**src/rtl/tt_rob_pkg.sv**
```systemverilog
package tt_rob_pkg;

    typedef enum logic {
        ROB_MODE_DUAL   = 1'b0,
        ROB_MODE_SINGLE = 1'b1
    } rob_mode_e;

    localparam int unsigned ROB_THREADS = 2;

endpackage

```
**src/rtl/tt_rob_region.sv**
```systemverilog
module tt_rob_region #(
    parameter int unsigned DEPTH = 16,
    parameter int unsigned TID   = 0,
    localparam int unsigned IDX_W = $clog2(DEPTH),
    localparam int unsigned CNT_W = $clog2(DEPTH + 1)
) (
    input  logic             clk,
    input  logic             rst_n,
    input  logic             mode_single,
    input  logic             mode_chg,
    input  logic             alloc_fire,
    input  logic             commit_fire,
    output logic [IDX_W-1:0] head_idx,
    output logic [IDX_W-1:0] tail_idx,
    output logic             full,
    output logic             empty
);
    localparam int unsigned HALF = DEPTH / 2;

    typedef struct packed {
        logic [IDX_W-1:0] head;
        logic [IDX_W-1:0] tail;
        logic [CNT_W-1:0] cnt;
    } reg_t;

    reg_t st_d, st_q;
    logic [CNT_W-1:0] size;
    logic [IDX_W-1:0] base;

    always_comb begin
        if (mode_single) begin
            size = (TID == 0) ? CNT_W'(DEPTH) : '0;
            base = '0;
        end else begin
            size = CNT_W'(HALF);
            base = IDX_W'(TID * HALF);
        end
    end

    assign full     = (st_q.cnt >= size);
    assign empty    = (st_q.cnt == '0);
    assign head_idx = base + st_q.head;
    assign tail_idx = base + st_q.tail;

    always_comb begin
        st_d = st_q;
        if (mode_chg) begin
            st_d = '0;
        end else begin
            if (alloc_fire) begin
                st_d.tail = (CNT_W'(st_q.tail) == size - 1'b1) ? '0 : st_q.tail + 1'b1;
            end
            if (commit_fire) begin
                st_d.head = (CNT_W'(st_q.head) == size - 1'b1) ? '0 : st_q.head + 1'b1;
            end
            case ({alloc_fire, commit_fire})
                2'b10:   st_d.cnt = st_q.cnt + 1'b1;
                2'b01:   st_d.cnt = st_q.cnt - 1'b1;
                default: st_d.cnt = st_q.cnt;
            endcase
        end
    end

    always_ff @(posedge clk) begin
        if (!rst_n) st_q <= '0;
        else        st_q <= st_d;
    end
endmodule

```
**src/rtl/tt_rob_status.sv**
```systemverilog
module tt_rob_status #(
    parameter int unsigned DEPTH = 16,
    localparam int unsigned IDX_W = $clog2(DEPTH)
) (
    input  logic               clk,
    input  logic               rst_n,
    input  logic               alloc_fire,
    input  logic [IDX_W-1:0]   alloc_idx,
    input  logic               cmpl_valid,
    input  logic [IDX_W-1:0]   cmpl_idx,
    input  logic [1:0]         commit_fire,
    input  logic [2*IDX_W-1:0] commit_idx,
    output logic [DEPTH-1:0]   busy,
    output logic [DEPTH-1:0]   done
);
    typedef struct packed {
        logic [DEPTH-1:0] busy;
        logic [DEPTH-1:0] done;
    } reg_t;

    reg_t st_d, st_q;

    always_comb begin
        st_d = st_q;
        for (int e = 0; e < DEPTH; e++) begin
            if (cmpl_valid && cmpl_idx == IDX_W'(e) && st_q.busy[e]) begin
                st_d.done[e] = 1'b1;
            end
            for (int t = 0; t < 2; t++) begin
                if (commit_fire[t] && commit_idx[t*IDX_W +: IDX_W] == IDX_W'(e)) begin
                    st_d.busy[e] = 1'b0;
                    st_d.done[e] = 1'b0;
                end
            end
            if (alloc_fire && alloc_idx == IDX_W'(e)) begin
                st_d.busy[e] = 1'b1;
                st_d.done[e] = 1'b0;
            end
        end
    end

    assign busy = st_q.busy;
    assign done = st_q.done;

    always_ff @(posedge clk) begin
        if (!rst_n) st_q <= '0;
        else        st_q <= st_d;
    end
endmodule

```
**src/rtl/tt_part_rob.sv**
```systemverilog
module tt_part_rob
    import tt_rob_pkg::*;
#(
    parameter int unsigned DEPTH = 16,
    localparam int unsigned IDX_W = $clog2(DEPTH)
) (
    input  logic               clk,
    input  logic               rst_n,
    input  logic               single_mode,
    input  logic               alloc_valid,
    input  logic               alloc_tid,
    output logic               alloc_accept,
    output logic [IDX_W-1:0]   alloc_idx,
    input  logic               cmpl_valid,
    input  logic [IDX_W-1:0]   cmpl_idx,
    output logic [1:0]         commit_valid,
    output logic [2*IDX_W-1:0] commit_idx,
    output logic [1:0]         thr_full,
    output logic [1:0]         thr_empty
);
    typedef struct packed {
        rob_mode_e mode;
    } top_t;

    top_t st_d, st_q;
    logic mode_chg;
    logic [1:0] alloc_fire;
    logic [IDX_W-1:0] head_idx [ROB_THREADS];
    logic [IDX_W-1:0] tail_idx [ROB_THREADS];
    logic [DEPTH-1:0] busy, done;

    always_comb begin
        st_d = st_q;
        if (thr_empty == 2'b11 && !alloc_valid) begin
            st_d.mode = single_mode ? ROB_MODE_SINGLE : ROB_MODE_DUAL;
        end
    end
    assign mode_chg = (st_d.mode != st_q.mode);

    assign alloc_accept = alloc_valid && !thr_full[alloc_tid];
    assign alloc_idx    = tail_idx[alloc_tid];

    generate
        for (genvar t = 0; t < ROB_THREADS; t++) begin : g_thr
            assign alloc_fire[t]   = alloc_accept && (alloc_tid == 1'(t));
            assign commit_valid[t] = !thr_empty[t] && done[head_idx[t]];
            assign commit_idx[t*IDX_W +: IDX_W] = head_idx[t];

            tt_rob_region #(.DEPTH(DEPTH), .TID(t)) u_region (
                .clk         (clk),
                .rst_n       (rst_n),
                .mode_single (st_q.mode == ROB_MODE_SINGLE),
                .mode_chg    (mode_chg),
                .alloc_fire  (alloc_fire[t]),
                .commit_fire (commit_valid[t]),
                .head_idx    (head_idx[t]),
                .tail_idx    (tail_idx[t]),
                .full        (thr_full[t]),
                .empty       (thr_empty[t])
            );
        end
    endgenerate

    tt_rob_status #(.DEPTH(DEPTH)) u_status (
        .clk         (clk),
        .rst_n       (rst_n),
        .alloc_fire  (alloc_accept),
        .alloc_idx   (alloc_idx),
        .cmpl_valid  (cmpl_valid),
        .cmpl_idx    (cmpl_idx),
        .commit_fire (commit_valid),
        .commit_idx  (commit_idx),
        .busy        (busy),
        .done        (done)
    );

    always_ff @(posedge clk) begin
        if (!rst_n) st_q <= '{mode: ROB_MODE_DUAL};
        else        st_q <= st_d;
    end
endmodule

```
**config.mk**
```make
export PLATFORM = sky130hd
export DESIGN_NAME = tt_part_rob
export DESIGN_NICKNAME = d
export VERILOG_FILES = /design/src/rtl/tt_rob_pkg.sv /design/src/rtl/tt_rob_region.sv /design/src/rtl/tt_rob_status.sv /design/src/rtl/tt_part_rob.sv
export SDC_FILE = /design/constraint.sdc
export NUM_CORES = 1
export LEC_CHECK = 0
export BUFFER_PORTS_ARGS = -buffer_cell sky130_fd_sc_hd__buf_2
export CAP_MARGIN = 20
export CORE_MARGIN = 2
export CORE_UTILIZATION = 50
export DETAILED_ROUTE_END_ITERATION = 8
export PLACE_DENSITY_LB_ADDON = 0.15
export SLEW_MARGIN = 20
export SYNTH_ARGS = -nofsm -noshare
export SYNTH_HDL_FRONTEND = slang
export SYNTH_SLANG_ARGS = --single-unit
```
**constraint.sdc**
```tcl
create_clock -name clk -period 4.6 [get_ports clk]
set_clock_uncertainty 0.15 [all_clocks]
set_input_delay 0.92 -clock clk [delete_from_list [all_inputs] [get_ports clk]]
set_output_delay 0.92 -clock clk [all_outputs]
set_load 0.02 [all_outputs]
```
==> results of run 1 <==
[synth_stat cells (4+ instances only)]
| cell type | number | area [sq um] |
|---|---|---|
| and2_1 | 5 | 31.3 |
| xor2_1 | 8 | 70.1 |
| buf_4 | 15 | 113 |
| a2bb2o_1 | 4 | 40.0 |
| dfxtp_1 | 59 | 1180 |
| nor2_1 | 37 | 139 |
| nor3_1 | 12 | 60.1 |
| a211oi_1 | 18 | 135 |
| a21oi_1 | 22 | 110 |
| o21a_1 | 4 | 30.0 |
| xnor2_1 | 6 | 52.6 |
| nand3b_1 | 6 | 45.0 |
| o2bb2ai_1 | 11 | 96.3 |
| ha_1 | 21 | 263 |
| buf_2 | 4 | 20.0 |
| clkbuf_1 | 10 | 37.5 |
| nor3b_1 | 4 | 30.0 |
| nand3_1 | 32 | 160 |
| mux2i_1 | 13 | 130 |
| mux2_2 | 8 | 90.1 |
| o21ai_0 | 8 | 40.0 |
| nand4_1 | 7 | 43.8 |
| and3_1 | 4 | 25.0 |
| nand2_1 | 35 | 131 |
| nor2b_1 | 7 | 43.8 |
| a31oi_1 | 17 | 106 |
| inv_1 | 36 | 135 |
[worst min-delay path: cells and delay by family (launching register included)]
kind / cells / cell delay [ps]
AO/OA/AOI/OAI: 1 / 50
flip-flops: 1 / 310
buffers and inverters: 1 / 50
[state kept, by name, summed over array words and instances (netlist names)]
name	flops
u_status.busy	16
u_status.done	16
g_thr.u_region.st_q	26
st_q	1
[logic make-up after synthesis]
group / count (synthesis) / share of synthesized area (%)
compound gates: 111 / 20.8
xor+xnor: 14 / 3.19
fa+ha+maj: 23 / 7.89
buf+inv: 66 / 8.05
flops: 59 / 30.8
mux: 22 / 6.32
simple gates: 169 / 23.0
[cells in the final DEF (no fill, tap or decap), types with 17 or more instances in the layout]
| cell type | synthesis | routed |
|---|---|---|
| a211oi_1 | 18 | 18 |
| dfxtp_1 | 59 | 59 |
| nand2_1 | 35 | 35 |
| buf_2 | 4 | 28 |
| nand3_1 | 32 | 32 |
| a21oi_1 | 22 | 22 |
| ha_1 | 21 | 21 |
| a31oi_1 | 17 | 17 |
| inv_1 | 36 | 36 |
| nor2_1 | 37 | 37 |
[final cells by class]
class | count | area (sq um) | share of cell area (%)
inverter | 36 | 135 | 3.26
timing repair buffer | 28 | 140 | 3.38
clock inverter | 1 | 30.0 | 0.725
tap | 99 | 124 | 2.99
clock buffer | 14 | 183 | 4.41
sequential | 59 | 1180 | 28.5
multi-input combinational | 339 | 2350 | 56.7
[stage by stage]
step / worst slack (ps) / hold slack, ps / cells / utilization, % / power [uW]
after floorplan: 1230 / 273 / 464 / - / 674
after global placement: 939 / 282 / 561 / 53.6 / 712
after CTS: 800 / 297 / 576 / 56.5 / 1210
final: 788 / 295 / 576 / 56.5 / 1210
after global routing: 444 / 325 / 576 / 56.5 / 1250
after detailed placement: 792 / 287 / 561 / 53.6 / 714
[per-layer routing]
| layer | routed length, um | GRT usage, % | vias to the layer above |
|---|---|---|---|
| met4 | 116 | 8.96 | 0 |
| met2 | 4420 | 36.9 | 150 |
| li1 | - | - | 1684 |
| met5 | 0 | 0 | - |
| met1 | 4570 | 32.7 | 1617 |
| met3 | 690 | 4.27 | 12 |
[power by group through the flow]
| stage | registers (uW) | clock network (uW) | logic [uW] |
|---|---|---|---|
| after global routing | 537 | 531 | 185 |
| after global placement | 546 | 0 | 166 |
| final | 535 | 502 | 169 |
| after detailed placement | 546 | 0 | 167 |
| after floorplan | 538 | 0 | 136 |
| after CTS | 535 | 511 | 168 |
[worst paths after layout]
path	from	endpoint	slack [ps]	cells past startpoint
min	u_status.busy[8]	u_status.busy[8]	290	2
min reg2reg	u_status.busy[8]	u_status.busy[8]	290	2
max reg2reg	st_q	g_thr[0].u_region.st_q[4]	790	14
max	st_q	g_thr[0].u_region.st_q[4]	790	14
==> impl_metrics.json, run 1 <==
{
  "outcome": "finished clean",
  "drive_above_1_share_pct": 13.6,
  "grt_pass1_vias": 3105,
  "grt_max_degree": 26,
  "clkPwrFrac_pct": 41.6,
  "p_int_uw": 882,
  "critical_path_class": "flip-flop to flip-flop",
  "crit_chain": "inv_1, ha_1, or4b_1, a21boi_1, or4b_1, ha_1, inv_1, fa_1, nor2b_1, o21ai_0, and3_1, nor3_1, xnor2_1, nor2_1",
  "clkLatencyLatePin_ps": 340,
  "num_rows": 31,
  "antennaDiodeCount": 0,
  "drv_cap": 0,
  "die_w_um": 91.6,
  "yosysWarnings": 0,
  "critPathCaptureType": "flip-flop",
  "fin_setup_tns_ps": 0,
  "synthFlopType": "dfxtp_1",
  "vdd_drop_max_uv": 175,
  "finalCriticalPeriod_ps": 3810,
  "synth_fp_nets": 497,
  "routed_wl_um": 9790,
  "worstPathRequired_ps": 4640,
  "wl_per_cell_um": 17.0,
  "dp_hpwl_um": 7450,
  "firstDrtPassIters": 5,
  "cp_max_fo": 10,
  "coreArea_sq_mm": 0.00733,
  "root_buffer": "clkbuf_8",
  "antenna_left": 0,
  "syn2layout_area_growth_pct": 7.89,
  "gp_congestion": 0.997,
  "synth_edf_count": 0,
  "tritoncts": "done",
  "hold_buffers": 0,
  "p_sw_uw": 324,
  "cts_buffer_depth": 2,
  "period_share_pct": 82.9,
  "synthDistinctLibCells": 62,
  "vias_per_cell": 6.01,
  "start_util_pct": 52.4,
  "setup_viol": 0,
  "crit_family": "simple AND/OR/NAND/NOR gates",
  "num_vias": 3463,
  "cts_made_buffers": 9,
  "startpoint_type": "flip-flop",
  "netlist_area_sq_mm": 0.00384,
  "postCtsSetupBuffers": 0,
  "slew_headroom_pct": 29.6,
  "drtIter0Drc": 363,
  "path_buf_inv": 2,
  "cp_slowest_stage_delay_ps": 610,
  "fmax_mhz": 262,
  "avgSynthCellArea_sq_um": 8.28,
  "drc": 0,
  "cts_max_level": 3,
  "switching_share_pct": 26.8,
  "worst_pin_slew_ps": 1060,
  "die_y_um": 91.6,
  "rsz0062_at_grt": "no",
  "ys_ff_latch": 59,
  "hold_viol_final": 0,
  "slew_violations": 0,
  "power.leakage_uw": 0.00156,
  "syn_inst": 464,
  "gr-usage-all-layers_pct": 23.7,
  "io_buffer_count": 28,
  "clkSlewWorstSetupHoldPaths_ps": 70,
  "ioPinCount": 29,
  "cts_sinks": 59,
  "final_nets": 506,
  "p_comb_share_pct": 14.0,
  "cts_resized": 0,
  "antenna_found_initial": 0,
  "hold_class": "flip-flop to flip-flop",
  "worstPathArrival_ps": 3860,
  "overflow": 0,
  "dieArea_sq_mm": 0.00840,
  "fillerInstances": 647,
  "yosysSeqAreaShare_pct": 30.8,
  "grt_pass1_wl_um": 15800,
  "slowest_stage": "dfxtp_1",
  "async_flop_share_pct": 0,
  "seqPwrFrac_pct": 44.4,
  "placed_area_sq_mm": 0.00393,
  "powerDensity_mw_per_mm2": 291,
  "design_area_sq_mm": 0.00414
}
No activity file was read; power rests on OpenSTA's default activity.
==> run 2: changes to the inputs <==
ABC_AREA = 1   (was default)
clock period = 3.3 ns   (was 4.6 ns; I/O delays follow)
==> run 2 against run 1 <==
  * Sequential share of layout area decreased by 2.8 points
  * Sequential power up 46%
  * Clock-buffer cell count fell by 2
  * Power is 88% higher
  * Hold slack gained 5.7 ps
  * Register-to-register slack worse by 550 ps
  * Worst setup slack got worse by 550 ps
  * Non-clock buffer count is 12 higher
  * Critical path depth grew 2
  * First-iteration DRC count down 15%
  * Flip-flop and latch count did not move
  * Global-route usage grew 4.0 points
  * Largest cell class unchanged
  * Highest routed layer unchanged
==> impl_metrics.json, run 2 <==
{
  "rsz0062_at_grt": "no",
  "power.leakage_uw": 0.00208,
  "outcome": "finished clean",
  "overflow": 0,
  "synth_most_common_cell": "nand2_1",
  "critPathCaptureType": "flip-flop",
  "yosysWarnings": 0,
  "design_area_sq_mm": 0.00460,
  "clkSlewWorstSetupHoldPaths_ps": 70,
  "slowest_stage": "dfxtp_1",
  "multi_input_area_sq_mm": 0.00246,
  "slew_headroom_pct": 48.0,
  "powerDensity_mw_per_mm2": 492,
  "synth_commonest_cells": "128 x nand2_1, 76 x inv_1, 74 x nand3_1",
  "yosysSeqAreaShare_pct": 28.5,
  "setup_viol": 0,
  "slew_violations": 0,
  "netlist_area_sq_mm": 0.00414,
  "routed_wl_um": 11500,
  "io_buffer_count": 28,
  "startpoint_type": "flip-flop",
  "hold_buffers": 0,
  "tritoncts": "done",
  "gr-usage-all-layers_pct": 27.7,
  "holdCritStartpoint": "u_status.busy[15]",
  "seqCellArea_sq_mm": 0.00118,
  "gp_congestion": 0.931,
  "preCtsSetupSlack_ps": 151,
  "synthDistinctLibCells": 43,
  "synth.largest_area_cell": "dfxtp_1",
  "die_w_um": 95.0,
  "largest_register_ffs": 26,
  "antenna_found_initial": 0,
  "grt_max_degree": 21,
  "layout_commonest_cell": "nand2_1",
  "start_util_pct": 50.9,
  "cts_max_level": 3,
  "cp_max_fo": 10,
  "period_share_pct": 92.7,
  "synth_edf_count": 0,
  "placed_area_sq_mm": 0.00430,
  "wl_per_cell_um": 15.7,
  "fin_setup_tns_ps": 0,
  "dp_hpwl_um": 8860,
  "worstPathArrival_ps": 3190,
  "vdd_drop_max_uv": 281,
  "ys_ff_latch": 59,
  "cts_sinks": 59,
  "clkLatencyLatePin_ps": 350,
  "fmax_mhz": 327,
  "ioPinCount": 29,
  "num_rows": 33,
  "final_nets": 659,
  "crit_family": "adder cells",
  "drive_above_1_share_pct": 16.3,
  "finalCriticalPeriod_ps": 3060,
  "hold_viol_final": 0,
  "coreArea_sq_mm": 0.00813,
  "hold_class": "flip-flop to flip-flop",
  "num_vias": 4076,
  "power_uw": 2260,
  "regMostFlops": "g_thr.u_region.st_q",
  "dieArea_sq_mm": 0.00903,
  "cts_made_buffers": 9,
  "synth_fp_nets": 634,
  "synth.top_cell.area_share_pct": 28.5,
  "layout_common_cells": "127 x nand2_1, 76 x inv_1, 74 x nand3_1, 59 x dfxtp_1, 56 x nor2_1",
  "crit_chain": "inv_8, ha_1, nand3_1, nand3_2, a21boi_4, nand2_4, inv_2, nand2_2, ha_2, ha_1, a21oi_1, nand2_1, a21oi_1, o21ai_0, xor2_1, nor2_1",
  "syn2layout_area_growth_pct": 11.0,
  "grt_pass1_vias": 3662,
  "root_buffer": "clkbuf_8",
  "fillerInstances": 796,
  "avgSynthCellArea_sq_um": 6.90,
  "syn_inst": 601,
  "async_flop_share_pct": 0,
  "cts_buffer_depth": 2,
  "firstDrtPassIters": 6,
  "path_buf_inv": 2,
  "drv_cap": 0,
  "crit_path_start": "st_q",
  "worst_pin_slew_ps": 775,
  "antenna_left": 0,
  "drtIter0Drc": 307,
  "cp_slowest_stage_delay_ps": 430,
  "worstPathRequired_ps": 3430,
  "die_y_um": 95.0,
  "vias_per_cell": 5.54,
  "grt_pass1_wl_um": 19100,
  "worst_slack_ps": 242,
  "synth_area_leaders": "dfxtp_1 29%, nand2_1 12%, nand3_1 8.9%",
  "synthFlopType": "dfxtp_1",
  "critical_path_class": "flip-flop to flip-flop",
  "reg2reg_from": "st_q",
  "antennaDiodeCount": 0,
  "drc": 0
}
==> run 2: final cells by class <==
class / instances / share of cell area (%)
sequential: 59 / 25.7
inverter: 85 / 7.21
clock inverter: 4 / 2.07
clock buffer: 12 / 3.59
timing repair buffer: 40 / 5.01
tap: 105 / 2.86
multi-input combinational: 431 / 53.6
==> run 2: kinds of logic after synthesis <==
kind of cell               after synthesis  synth area share, %
AOI/OAI and AO/OA                       67                 9.72
xor gates and xnor gates                11                 2.32
adders and majority gates               23                 7.31
buffers and inverters                  111                 12.6
DFF                                     59                 28.5
and+or+nand+nor                        330                 39.5
==> run 2: worst register-to-register path: stages, from the launching register on <==
cell      delay (ps)
dfxtp_1          430
inv_8             80
ha_1             300
nand3_1          100
nand3_2          110
a21boi_4         270
nand2_4          130
inv_2             90
nand2_2          110
ha_2             230
ha_1             330
a21oi_1          140
nand2_1           80
a21oi_1          110
o21ai_0          110
xor2_1           150
nor2_1           100
==> run 2: what timing repair did <==
| item | in CTS | in global routing |
|---|---|---|
| hold endpoints to repair | 0 | 0 |
| buffers inserted | 0 | 2 |
| endpoints found under the setup margin | 0 | 3 |
| resized for setup | 0 | 5 |
==> run 2: worst paths after layout <==
kind / to / slack (ps) / cells past startpoint
worst min-delay path: u_status.busy[15] / 300 / 2
worst max-delay path: g_thr[0].u_region.st_q[4] / 240 / 16
worst max register to register: g_thr[0].u_region.st_q[4] / 240 / 16
worst min register to register: u_status.busy[15] / 300 / 2
==> run 2: power by group <==
part           leakage [uW]  switching, uW  total, uW  internal (uW)
registers          0.000477           32.2        779            747
logic               0.00147            424        616            192
clock network      0.000133            307        869            563
total               0.00208            763       2260           1500
==> run 2: stage by stage <==
stage               instances  hold WS [ps]  utilization (%)
floorplan                 601           270                -
global placement          718           286             52.9
detailed placement        718           296             52.9
CTS                       734           306             56.1
global route              736           336             56.5
finish                    736           301             56.5
==> run 2: per-layer routing <==
metal  up-vias  wire, um  GRT usage, %  part of all wire [%]
li1       2019         -             -                     -
met1      1889      5460          40.5                    47
met2       147      5050          41.5                    44
met3        21       811          5.14                   7.0
met4         0       210          7.97                   1.8
met5         -         0             0                     0
==> run 3: changes to the inputs <==
clock period = 2.49 ns   (was 3.3 ns; I/O delays follow)
==> run 3 against run 2 <==
  * The run now ends with setup timing left
  * Core utilization is 9.5 points higher
  * Final area is 17% higher
  * Cell count is 9.6% higher
  * Register-to-register slack worse by 390 ps
  * Fmax is 16% higher
  * Critical path type unchanged
  * Critical endpoint is now g_thr[1].u_region.st_q[4]
  * Highest routed layer unchanged
==> impl_metrics.json, run 3 (synthesis results as in run 2) <==
{
  "fin_cells": 807,
  "num_vias": 4358,
  "clkSlewWorstSetupHoldPaths_ps": 70,
  "overflow": 0,
  "layout_common_cells": "122 x nand2_1, 82 x buf_4, 71 x inv_1, 68 x nand3_1, 56 x nor2_1",
  "wl_per_cell_um": 15.4,
  "startpoint_type": "flip-flop",
  "failed_checks": "setup timing",
  "crit_chain": "inv_8, ha_4, nand3_4, nand3_4, a21boi_4, buf_6, nand2_4, ha_4, fa_2, nand3_2, nand2_2, a21oi_2, o21ai_1, xor2_1, nor2_1",
  "worstPathArrival_ps": 2750,
  "period_share_pct": 106,
  "power.leakage_uw": 0.00245,
  "outcome": "finished, violations left",
  "die_y_um": 95.0,
  "multi_input_area_sq_mm": 0.00269,
  "cts_buffer_depth": 2,
  "ioPinCount": 29,
  "powerDensity_mw_per_mm2": 629,
  "drive_above_1_share_pct": 30.2,
  "gr-usage-all-layers_pct": 28.6,
  "finalCriticalPeriod_ps": 2640,
  "hold_buffers": 0,
  "rsz0062_at_grt": "yes",
  "worst_slack_ps": -151,
  "grt_pass1_wl_um": 19600,
  "vias_per_cell": 5.40,
  "final_nets": 730,
  "slew_violations": 0,
  "die_w_um": 95.0,
  "crit_family": "adder cells",
  "r2r-end": "g_thr[1].u_region.st_q[4]",
  "slowest_stage": "fa_2",
  "syn2layout_area_growth_pct": 29.6,
  "design_area_sq_mm": 0.00537,
  "worst_pin_slew_ps": 713,
  "cts_sinks": 59,
  "regMostFlops": "g_thr.u_region.st_q",
  "layout_commonest_cell": "nand2_1",
  "root_buffer": "clkbuf_8",
  "fmax_mhz": 379,
  "routed_wl_um": 12500,
  "cts_made_buffers": 9,
  "largest_register_ffs": 26,
  "cp_slowest_stage_delay_ps": 370,
  "grt_pass1_vias": 3977,
  "critPathCaptureType": "flip-flop",
  "final_util_pct": 66.1,
  "preCtsSetupSlack_ps": -136,
  "dieArea_sq_mm": 0.00903,
  "fillerInstances": 706,
  "hold_depth": 3,
  "path_buf_inv": 2,
  "slew_headroom_pct": 52.4,
  "hold_viol_final": 0,
  "drv_cap": 0,
  "antenna_left": 0,
  "worstPathRequired_ps": 2590,
  "clkLatencyLatePin_ps": 360,
  "power_uw": 3380,
  "reg2reg_from": "st_q",
  "seqCellArea_sq_mm": 0.00119,
  "hold_class": "input pin to flip-flop",
  "cts_max_level": 3,
  "r2r_cells": 15,
  "setup_viol": 6,
  "place_inst": 776,
  "holdCritStartpoint": "cmpl_valid",
  "firstDrtPassIters": 5,
  "rrSetupSlack_ps": -150,
  "tritoncts": "done",
  "start_util_pct": 50.9,
  "cp_max_fo": 5,
  "drc": 0,
  "hold-path-endpoint": "u_status.done[8]",
  "dp_hpwl_um": 9480,
  "io_buffer_count": 28,
  "antenna_found_initial": 0,
  "antennaDiodeCount": 0,
  "coreArea_sq_mm": 0.00813,
  "gp_congestion": 0.980,
  "vdd_drop_max_uv": 459,
  "grt_max_degree": 27,
  "critical_path_class": "flip-flop to flip-flop",
  "num_rows": 33,
  "drtIter0Drc": 234,
  "placed_area_sq_mm": 0.00488
}
## run 3: changes by cell type in the layout (fill, tap and decap cells not counted), sizes merged
cell / delta
buf: +71
clkbuf: -1
clkinv: +1
## run 3: worst register-to-register path, stage by stage, from the launching register on
cell	delay, ps
dfxtp_4	360
inv_8	80
ha_4	200
nand3_4	90
nand3_4	90
a21boi_4	230
buf_6	130
nand2_4	50
ha_4	200
fa_2	370
nand3_2	90
nand2_2	70
a21oi_2	130
o21ai_1	90
xor2_1	140
nor2_1	60
## run 3: timing repair
item	4_1_cts	5_1_grt
pin swaps	14	30
buffers inserted	6	9
resized for setup	15	19
setup endpoints to repair	7	8
## run 3: area by class of cell
type	count	share of cell area [%]
tap	105	2.45
clock buffer	11	2.63
clock inverter	5	1.86
sequential	59	22.1
multi-input combinational	431	50.0
inverter	85	6.29
timing repair buffer	111	14.7
## run 3: worst max path at each step
stage / start / end / slack (ps) / cells after the start
after floorplan: st_q / g_thr[0].u_region.st_q[4] / -160 / 19
after global placement: st_q / g_thr[1].u_region.st_q[4] / -90 / 15
after detailed placement: st_q / g_thr[1].u_region.st_q[4] / -140 / 15
after CTS: st_q / g_thr[1].u_region.st_q[4] / -80 / 15
after global routing: st_q / g_thr[0].u_region.st_q[4] / -240 / 18
final: st_q / g_thr[1].u_region.st_q[4] / -150 / 15
## run 3: stage by stage
stage          hold WS [ps]  TNS (ps)
2_1_floorplan           270      -375
3_3_place_gp            287      -317
3_5_place_dp            298      -483
4_1_cts                 300      -282
5_1_grt                 313     -1220
6_report                301      -532
## run 3: per-layer routing
layer  wire [um]  track usage, %
met2        6140            49.2
met4         334            12.8
met1        5330            35.4
met3         665            4.19
met5           0               0
## run 3: power by group
| group | internal [uW] | switching, uW | total (uW) |
|---|---|---|---|
| logic | 537 | 709 | 1250 |
| registers | 993 | 40.6 | 1030 |
| clock network | 689 | 413 | 1100 |
| total | 2220 | 1160 | 3380 |
